## config.mk

```make
export PLATFORM = sky130hd
export DESIGN_NAME = strap_cfg_top
export DESIGN_NICKNAME = d
export VERILOG_FILES = /design/src/rtl/strap_cfg_pkg.sv /design/src/rtl/strap_sync.sv /design/src/rtl/strap_window.sv /design/src/rtl/freq_decode.sv /design/src/rtl/strap_cfg_top.sv
export SDC_FILE = /design/constraint.sdc
export NUM_CORES = 1
export LEC_CHECK = 0
export ABC_AREA = 1
export BUFFER_PORTS_ARGS = -buffer_cell sky130_fd_sc_hd__buf_2
export CELL_PAD_IN_SITES_DETAIL_PLACEMENT = 1
export CELL_PAD_IN_SITES_GLOBAL_PLACEMENT = 1
export CORE_AREA = 3 3 94 96
export CTS_CLUSTER_DIAMETER = 50
export DETAILED_ROUTE_END_ITERATION = 8
export DIE_AREA = 0 0 97 99
export PLACE_DENSITY = 0.84
export SYNTH_ARGS = -nofsm -noshare
export SYNTH_HDL_FRONTEND = slang
export SYNTH_SLANG_ARGS = --single-unit
```

## constraint.sdc

```tcl
create_clock -name clk_ref -period 3.95 [get_ports clk_ref]
set_input_delay 0.79 -clock clk_ref [delete_from_list [all_inputs] [get_ports clk_ref]]
set_output_delay 0.79 -clock clk_ref [all_outputs]
set_load 0.05 [all_outputs]
```

## src/rtl/strap_cfg_pkg.sv

```systemverilog
package strap_cfg_pkg;
  localparam int KHZ_W    = 18;
  localparam int NPAD     = 4;
  localparam int PAD_SEL2 = 0;
  localparam int PAD_SEL1 = 1;
  localparam int PAD_SEL0 = 2;
  localparam int PAD_SIO  = 3;

  localparam logic [KHZ_W-1:0] SIO_FAST_KHZ = 18'd48000;
  localparam logic [KHZ_W-1:0] SIO_SLOW_KHZ = 18'd24000;
  localparam logic [KHZ_W-1:0] USB_KHZ      = 18'd48000;

  typedef logic [KHZ_W-1:0] khz_t;

  typedef struct packed {
    khz_t cpu;
    khz_t bus66;
    khz_t pci;
    khz_t apic;
  } freq_row_t;

  function automatic freq_row_t mk_row(input int c, input int b, input int p, input int a);
    freq_row_t r;
    r.cpu   = khz_t'(c);
    r.bus66 = khz_t'(b);
    r.pci   = khz_t'(p);
    r.apic  = khz_t'(a);
    return r;
  endfunction

  // code = {band, sel2, sel1, sel0}
  function automatic freq_row_t row_lookup(input logic [3:0] code);
    freq_row_t r;
    case (code)
      4'h0: r = mk_row(133900, 67000, 33500, 16700);
      4'h1: r = mk_row(128500, 64300, 32100, 16100);
      4'h2: r = mk_row(124000, 82700, 41300, 20700);
      4'h3: r = mk_row( 66800, 66800, 33400, 16700);
      4'h4: r = mk_row(120000, 80000, 40000, 20000);
      4'h5: r = mk_row(114000, 76000, 38000, 19000);
      4'h6: r = mk_row(105000, 70000, 35000, 17500);
      4'h7: r = mk_row(100200, 66800, 33400, 16700);
      4'h8: r = mk_row(160000, 80000, 40000, 20000);
      4'h9: r = mk_row(155000, 77500, 38800, 19400);
      4'hA: r = mk_row(152500, 76300, 38100, 19100);
      4'hB: r = mk_row(150000, 75000, 37500, 18800);
      4'hC: r = mk_row(148000, 74000, 37000, 18500);
      4'hD: r = mk_row(143000, 71500, 35800, 17900);
      4'hE: r = mk_row(138000, 69000, 34500, 17300);
      default: r = mk_row(133300, 66700, 33300, 16700);
    endcase
    return r;
  endfunction
endpackage

```

## src/rtl/strap_sync.sv

```systemverilog
module strap_sync #(
  parameter int N = 4
) (
  input  logic         clk,
  input  logic         rst_n,
  input  logic [N-1:0] d_raw,
  output logic [N-1:0] d_sync
);
  for (genvar g = 0; g < N; g++) begin : g_bit
    logic s1, s2;
    always_ff @(posedge clk or negedge rst_n) begin
      if (!rst_n) begin
        s1 <= 1'b0;
        s2 <= 1'b0;
      end else begin
        s1 <= d_raw[g];
        s2 <= s1;
      end
    end
    assign d_sync[g] = s2;
  end
endmodule

```

## src/rtl/strap_window.sv

```systemverilog
module strap_window #(
  parameter int WIN = 28636,
  parameter int N   = 4
) (
  input  logic         clk,
  input  logic         rst_n,
  input  logic [N-1:0] d_sync,
  output logic [N-1:0] strap,
  output logic         oe
);
  localparam int CW = $clog2(WIN + 1);
  localparam logic [CW-1:0] LAST = CW'(WIN - 1);

  logic [CW-1:0] cnt;
  logic          taken;

  always_ff @(posedge clk or negedge rst_n) begin
    if (!rst_n) begin
      cnt   <= '0;
      taken <= 1'b0;
      strap <= '0;
      oe    <= 1'b0;
    end else begin
      if (!taken) begin
        if (cnt == LAST) begin
          taken <= 1'b1;
          strap <= d_sync;
        end else begin
          cnt <= cnt + 1'b1;
        end
      end
      oe <= taken;
    end
  end
endmodule

```

## src/rtl/freq_decode.sv

```systemverilog
module freq_decode
  import strap_cfg_pkg::*;
(
  input  logic       valid,
  input  logic [3:0] code,
  input  logic       sio_bit,
  output khz_t       cpu_khz,
  output khz_t       bus66_khz,
  output khz_t       pci_khz,
  output khz_t       apic_khz,
  output khz_t       sio_khz,
  output khz_t       usb_khz
);
  freq_row_t row;

  always_comb begin
    row = row_lookup(code);
    if (valid) begin
      cpu_khz   = row.cpu;
      bus66_khz = row.bus66;
      pci_khz   = row.pci;
      apic_khz  = row.apic;
      sio_khz   = sio_bit ? SIO_SLOW_KHZ : SIO_FAST_KHZ;
      usb_khz   = USB_KHZ;
    end else begin
      cpu_khz   = '0;
      bus66_khz = '0;
      pci_khz   = '0;
      apic_khz  = '0;
      sio_khz   = '0;
      usb_khz   = '0;
    end
  end
endmodule

```

## src/rtl/strap_cfg_top.sv

```systemverilog
module strap_cfg_top
  import strap_cfg_pkg::*;
#(
  parameter int WIN = 28636
) (
  input  logic        clk_ref,
  input  logic        pwr_good,
  input  logic [3:0]  pad_in,
  input  logic        sel_band,
  output logic [3:0]  pad_oe,
  output logic [3:0]  strap_q,
  output logic [3:0]  freq_code,
  output logic [17:0] cpu_khz,
  output logic [17:0] bus66_khz,
  output logic [17:0] pci_khz,
  output logic [17:0] apic_khz,
  output logic [17:0] sio_khz,
  output logic [17:0] usb_khz,
  output logic        config_valid
);
  logic [NPAD-1:0] pad_sync;
  logic            oe_on;

  strap_sync #(.N(NPAD)) u_sync (
    .clk    (clk_ref),
    .rst_n  (pwr_good),
    .d_raw  (pad_in),
    .d_sync (pad_sync)
  );

  strap_window #(.WIN(WIN), .N(NPAD)) u_win (
    .clk    (clk_ref),
    .rst_n  (pwr_good),
    .d_sync (pad_sync),
    .strap  (strap_q),
    .oe     (oe_on)
  );

  assign pad_oe       = {NPAD{oe_on}};
  assign config_valid = oe_on;
  assign freq_code    = oe_on ? {sel_band, strap_q[PAD_SEL2], strap_q[PAD_SEL1], strap_q[PAD_SEL0]}
                              : 4'b0000;

  freq_decode u_dec (
    .valid     (oe_on),
    .code      (freq_code),
    .sio_bit   (strap_q[PAD_SIO]),
    .cpu_khz   (cpu_khz),
    .bus66_khz (bus66_khz),
    .pci_khz   (pci_khz),
    .apic_khz  (apic_khz),
    .sio_khz   (sio_khz),
    .usb_khz   (usb_khz)
  );
endmodule

```

==> flow_summary.ini, run 1 <==
[status]
outcome = finished clean

[synthesis]
seq_area_frac_synth = 0.261
syn_area_per_cell_um2 = 6.74
syn-instance-count = 412
synth_seq_cells = 29
synth.distinct_cells = 34
ys_warn_count = 0
synthTopCellsByArea = dfrtp_1 26%, buf_4 19%, nand2_1 16%
ys.flop_type = dfrtp_1
synth_top_area_share = 0.261
yosysTopAreaCell = dfrtp_1
synth_edf_count = 0
syn_area_um2 = 2780
async_reset_ff_frac = 1.00

[setup_path]
r2r-start = u_win.cnt[0]
r2r_slack_ns = 2.17
crit_fanout = 31
cp-end-kind = output port
ff2ff_path_depth = 8
critPathRequiredTime_ns = 3.16
arrival_ns = 2.82
r2r_end = u_win.cnt[12]
cp-start-kind = flip-flop
path_class = flip-flop to output port

[global_route]
grt_usage = 0.163
antenna_found_initial = 0
grt_pass1_wl_um = 13100
grt_use_met1 = 0.193
first_global_vias = 2616
busiest_layer = met2
grtUsageMet3 = 0.0297
grt_max_degree = 32
grt_use_met2 = 0.295
grt_overflow = 0

[layout]
antenna_cells = 0
drive_gt1_frac = 0.255
area_growth_pct = 10.4
fin_nets = 486
nFillCells = 1109

[power]
power_density_nw_per_um2 = 228
ir_worst_vdd_v = 0.000224
leakage_nw = 1.96

[detailed_routing]
via_per_inst = 4.77
drc = 0
routed_wl_um = 8050
ant_nets = 0
vias = 2746
wire_per_inst_um = 14.0
dr.pass1.iters = 4
drt-initial-drc-count = 71

[sta]
setup_viol_count_final = 0
rsz0062_at_grt = no
hold_viol_final = 0
fin_ws_ns = 0.340
fin_setup_tns_ns = 0
min_period_ns = 3.61
timing.final.crit_share = 0.914
worstMarginPinSlew_ns = 0.645
clock_skew_ns = 0.00797
relSlewSlack = 0.570
fmax_mhz = 277
slew_viol_final = 0

[clocking]
clock_latency_ns = 0.28
ctsHoldBuffers = 0
post_cts_resized = 0
post-cts-setup-buffers = 0
cts_buffer_depth = 2
numClockSinks = 29
cts-htree-levels = 2
clockRootBuffer = clkbuf_8
cts_made_buffers = 5
cts_tree = built
path_clk_slew_ns = 0.06

[place]
numPortBuffers = 94
dp_hpwl_um = 6300
gp_congestion = 0.931
dp_slack_ns = 0.683

[hold_path]
hold-path-endpoint = u_sync.g_bit[2].s2
holdPathStages = 0
hold_class = flip-flop to flip-flop
hp-start = u_sync.g_bit[2].s1

[floorplanning]
die-width_um = 97
rows = 33
initial_core_util = 0.341
ios = 128
coreArea_um2 = 8130
dieArea_um2 = 9600
die_y_um = 99

[job]
drv_cap = 0
[how the worst max path moves through the flow]
stage                     startpoint            to  slack [ns]
after floorplan             u_win.oe  bus66_khz[4]        0.06
after global placement      u_win.oe    pci_khz[8]        0.79
after detailed placement    u_win.oe    pci_khz[8]        0.68
after CTS                   u_win.oe    pci_khz[8]        0.37
after global routing        u_win.oe    pci_khz[8]        0.07
final                       u_win.oe    pci_khz[8]        0.34
[routing by layer]
metal	routed length [um]	vias to the layer above
met2	4110	104
met4	157	0
met3	473	16
met1	3310	1309
li1	-	1317
met5	0	-
[final cells by class]
| cell class | instances | area (um^2) | share of cell area |
|---|---|---|---|
| clock inverters | 1 | 30.0 | 0.00980 |
| flip-flops and latches | 29 | 727 | 0.237 |
| repair buffers | 95 | 478 | 0.156 |
| clock buffers | 7 | 86.3 | 0.0282 |
| well taps | 105 | 131 | 0.0429 |
| inverters | 41 | 154 | 0.0502 |
| multi-input cells | 298 | 1460 | 0.476 |
[flip-flops by register name (all words and copies together), names as in the netlist]
register         flops
u_win.oe             1
u_sync.g_bit.s1      4
u_win.strap          4
u_sync.g_bit.s2      4
u_win.cnt           15
u_win.taken          1
[cells in the final DEF, fill, tap and decap left out, types with 2 or more instances in the layout]
| cell type | instances |
|---|---|
| a211oi_1 | 3 |
| a21oi_1 | 18 |
| buf_2 | 94 |
| clkbuf_8 | 6 |
| conb_1 | 33 |
| dfrtp_1 | 28 |
| ha_1 | 9 |
| inv_1 | 38 |
| inv_2 | 3 |
| nand2_1 | 121 |
| nand2_2 | 4 |
| nand3_1 | 22 |
| nand3b_1 | 3 |
| nand4_1 | 6 |
| nor2_1 | 26 |
| nor2_2 | 5 |
| nor2_4 | 2 |
| nor3_1 | 4 |
| nor3b_1 | 2 |
| o211ai_1 | 2 |
| o21ai_0 | 19 |
| o21ai_1 | 2 |
| or2_1 | 2 |
| xnor2_1 | 3 |
| xor2_1 | 3 |
[synthesized netlist by cell type (4+ instances only)]
cell and count:
nand2_1 121, buf_4 69, inv_1 38, dfrtp_1 29
nor2_1 27, nand3_1 22, o21ai_0 19, a21oi_1 18
ha_1 9, nand4_1 6, buf_2 5, nor3_1 5
nand2_2 4, nor2_2 4
[kinds of logic after synthesis]
logic type                 share of synthesized area
AOI/OAI and AO/OA                              0.103
xor gates and xnor gates                      0.0189
adders and majority gates                     0.0406
buffers and inverters                          0.259
DFF                                            0.261
other                                        0.00135
and+or+nand+nor                                0.316
[critical path: stages, from the launching register on]
cell     delay (ns)
dfrtp_2        0.67
nand2_1        0.35
inv_1          0.27
ha_1           0.30
inv_1          0.10
nand2_1        0.14
inv_1          0.12
o21ai_0        0.13
a21oi_1        0.17
buf_2          0.29
[where the power goes]
part	internal (mW)	total, mW	switching (mW)
logic	0.00220	0.0800	0.0778
registers	0.301	0.302	0.00112
clock network	0.205	0.318	0.112
[stage by stage]
stage	instances	cell area [um^2]	total power [mW]	hold slack, ns	util
global route	576	3070	0.721	0.358	0.377
global placement	568	2950	0.386	0.337	0.363
detailed placement	568	2950	0.387	0.336	0.363
finish	576	3070	0.700	0.349	0.377
CTS	576	3070	0.708	0.349	0.377
floorplan	444	2910	0.403	0.331	-
Note: power is estimated with default switching activity, not from simulation.
==> run 2, diff against run 1 <==
- BUFFER_PORTS_ARGS: -buffer_cell sky130_fd_sc_hd__buf_2 -> -buffer_cell sky130_fd_sc_hd__buf_4
- CORE_AREA: 3 3 94 96 -> 3 3 101 103
- DIE_AREA: 0 0 97 99 -> 0 0 104 106
- PLACE_DENSITY: 0.84 -> 0.74
==> run 2 against run 1 <==
Net effect:
- count of clock-buffer cells in the layout unchanged
- largest cell class unchanged
- sequential share of layout area decreased by 1.9 points
- register-to-register slack improved by 0.10 ns
- fmax increased by 7.4%
- critical path type unchanged
- via count decreased by 1.5%
- hold slack improved by 0.0023 ns
- total power decreased by 0.45%
- combinational power increased by 2%
- non-clock buffer count increased by 1
- core utilization decreased by 1.7 points
- sequential power about the same
- critical path depth unchanged
==> flow_summary.ini, run 2 (synthesized netlist as in run 1, its figures left out) <==
[power]
p_clk_frac = 0.449
p_int_mw = 0.510
total_power_mw = 0.697
p_switching_mw = 0.187
ir_worst_vdd_v = 0.000179
leakage_nw = 1.96
seq_power_share = 0.434
power_density_nw_per_um2 = 209
netSwitchingFraction = 0.268
combPwrFrac = 0.117

[global_route]
grt_overflow = 0
grt_pass1_wl_um = 14000
first_global_vias = 2777
grt_max_degree = 31
grt_usage = 0.151
antenna_found_initial = 0

[setup_path]
crit_fanout = 30
r2r_end = u_win.cnt[12]
r2r_slack_ns = 2.27
cp-end-kind = output port
cp-start-kind = flip-flop
path_class = flip-flop to output port
critPathRequiredTime_ns = 3.16
crit_start = u_win.oe
r2r-start = u_win.cnt[0]
ff2ff_path_depth = 8
arrival_ns = 2.57

[clocking]
path_clk_slew_ns = 0.06
cts_made_buffers = 5
clock_latency_ns = 0.28
numClockSinks = 29
cts_buffer_depth = 2
clockRootBuffer = clkbuf_8
cts-htree-levels = 2
post_cts_resized = 0
post-cts-setup-buffers = 0
cts_tree = built
ctsHoldBuffers = 0

[sta]
setup_viol_count_final = 0
hold_ws_ns = 0.351
fmax_mhz = 298
rsz0062_at_grt = no
fin_ws_ns = 0.590
slew_viol_final = 0
fin_setup_tns_ns = 0
timing.final.crit_share = 0.851
min_period_ns = 3.36
clock_skew_ns = 0.00292
hold_viol_final = 0

[layout]
regMostFlops = u_win.cnt
seqCellArea_um2 = 727
drive_gt1_frac = 0.256
mostFrequentLayoutCells = 121 x nand2_1, 96 x buf_4, 38 x inv_1, 33 x conb_1, 28 x dfrtp_1
nFillCells = 1214
largest_reg_flops = 15
multi_input_area_um2 = 1460
fin_nets = 487
final_cells = 601
final_common_cell = nand2_1
area_growth_pct = 20.2
antenna_cells = 0

[hold_path]
holdPathStages = 0
hp-start = u_sync.g_bit[0].s1
hold_class = flip-flop to flip-flop
hold-path-endpoint = u_sync.g_bit[0].s2

[floorplanning]
coreArea_um2 = 9280
dieArea_um2 = 11000
die_y_um = 106
rows = 35
ios = 128
initial_core_util = 0.299
die-width_um = 104

[detailed_routing]
vias = 2706
wire_per_inst_um = 14.1
drt-initial-drc-count = 60
dr.pass1.iters = 4
via_per_inst = 4.50
ant_nets = 0
drc = 0
routed_wl_um = 8460

[place]
dp.cells = 593
numPortBuffers = 94
dp_hpwl_um = 6620
dp_slack_ns = 0.870
gp_congestion = 0.856

[status]
outcome = finished clean

[job]
drv_cap = 0
==> run 2: cell types whose count changed in the layout (fill, tap and decap cells not counted) <==
cell	delta
buf_4	+95
buf_2	-94
==> run 2: worst max-delay path, cell delays in order (launching register included) <==
cell and delay, ns:
dfrtp_2 0.36, buf_4 0.32, nand2_1 0.27, ha_1 0.39, inv_1 0.08, nand2_1 0.17, inv_1 0.08, o21ai_0 0.32
a21oi_1 0.10, buf_4 0.21
==> run 2: cell type report <==
type / instances / share of cell area
Clock inverter: 1 / 0.00900
Clock buffer: 7 / 0.0259
Inverter: 41 / 0.0461
Sequential cell: 29 / 0.218
Tap cell: 129 / 0.0484
Timing Repair Buffer: 96 / 0.216
Multi-Input combinational cell: 298 / 0.437
==> run 2: worst max path at each step <==
stage,endpoint,slack (ns),depth (start not counted)
floorplan,bus66_khz[4],0.06,7
global placement,bus66_khz[4],0.88,6
detailed placement,pci_khz[9],0.87,6
CTS,bus66_khz[2],0.59,11
global route,apic_khz[7],0.30,9
finish,apic_khz[7],0.59,9
==> run 2: metal layers <==
layer | part of all wire | wire, um | track usage
met1 | 0.41 | 3510 | 0.181
met2 | 0.50 | 4270 | 0.280
met3 | 0.073 | 616 | 0.0328
met4 | 0.0082 | 69 | 0.0294
met5 | 0 | 0 | 0
==> run 2: power groups by stage <==
stage                     Clock, mW  Combinational, mW  Sequential [mW]
after CTS                     0.327             0.0809            0.302
after global placement            0             0.0808            0.308
after floorplan                   0             0.0954            0.307
after global routing          0.339             0.0852            0.302
final                         0.313             0.0816            0.302
after detailed placement          0             0.0810            0.308
==> run 2: stage by stage <==
stage / cell area, um^2 / utilization
floorplan: 2910 / -
global placement: 3220 / 0.347
detailed placement: 3220 / 0.347
CTS: 3340 / 0.360
global route: 3340 / 0.360
finish: 3340 / 0.360
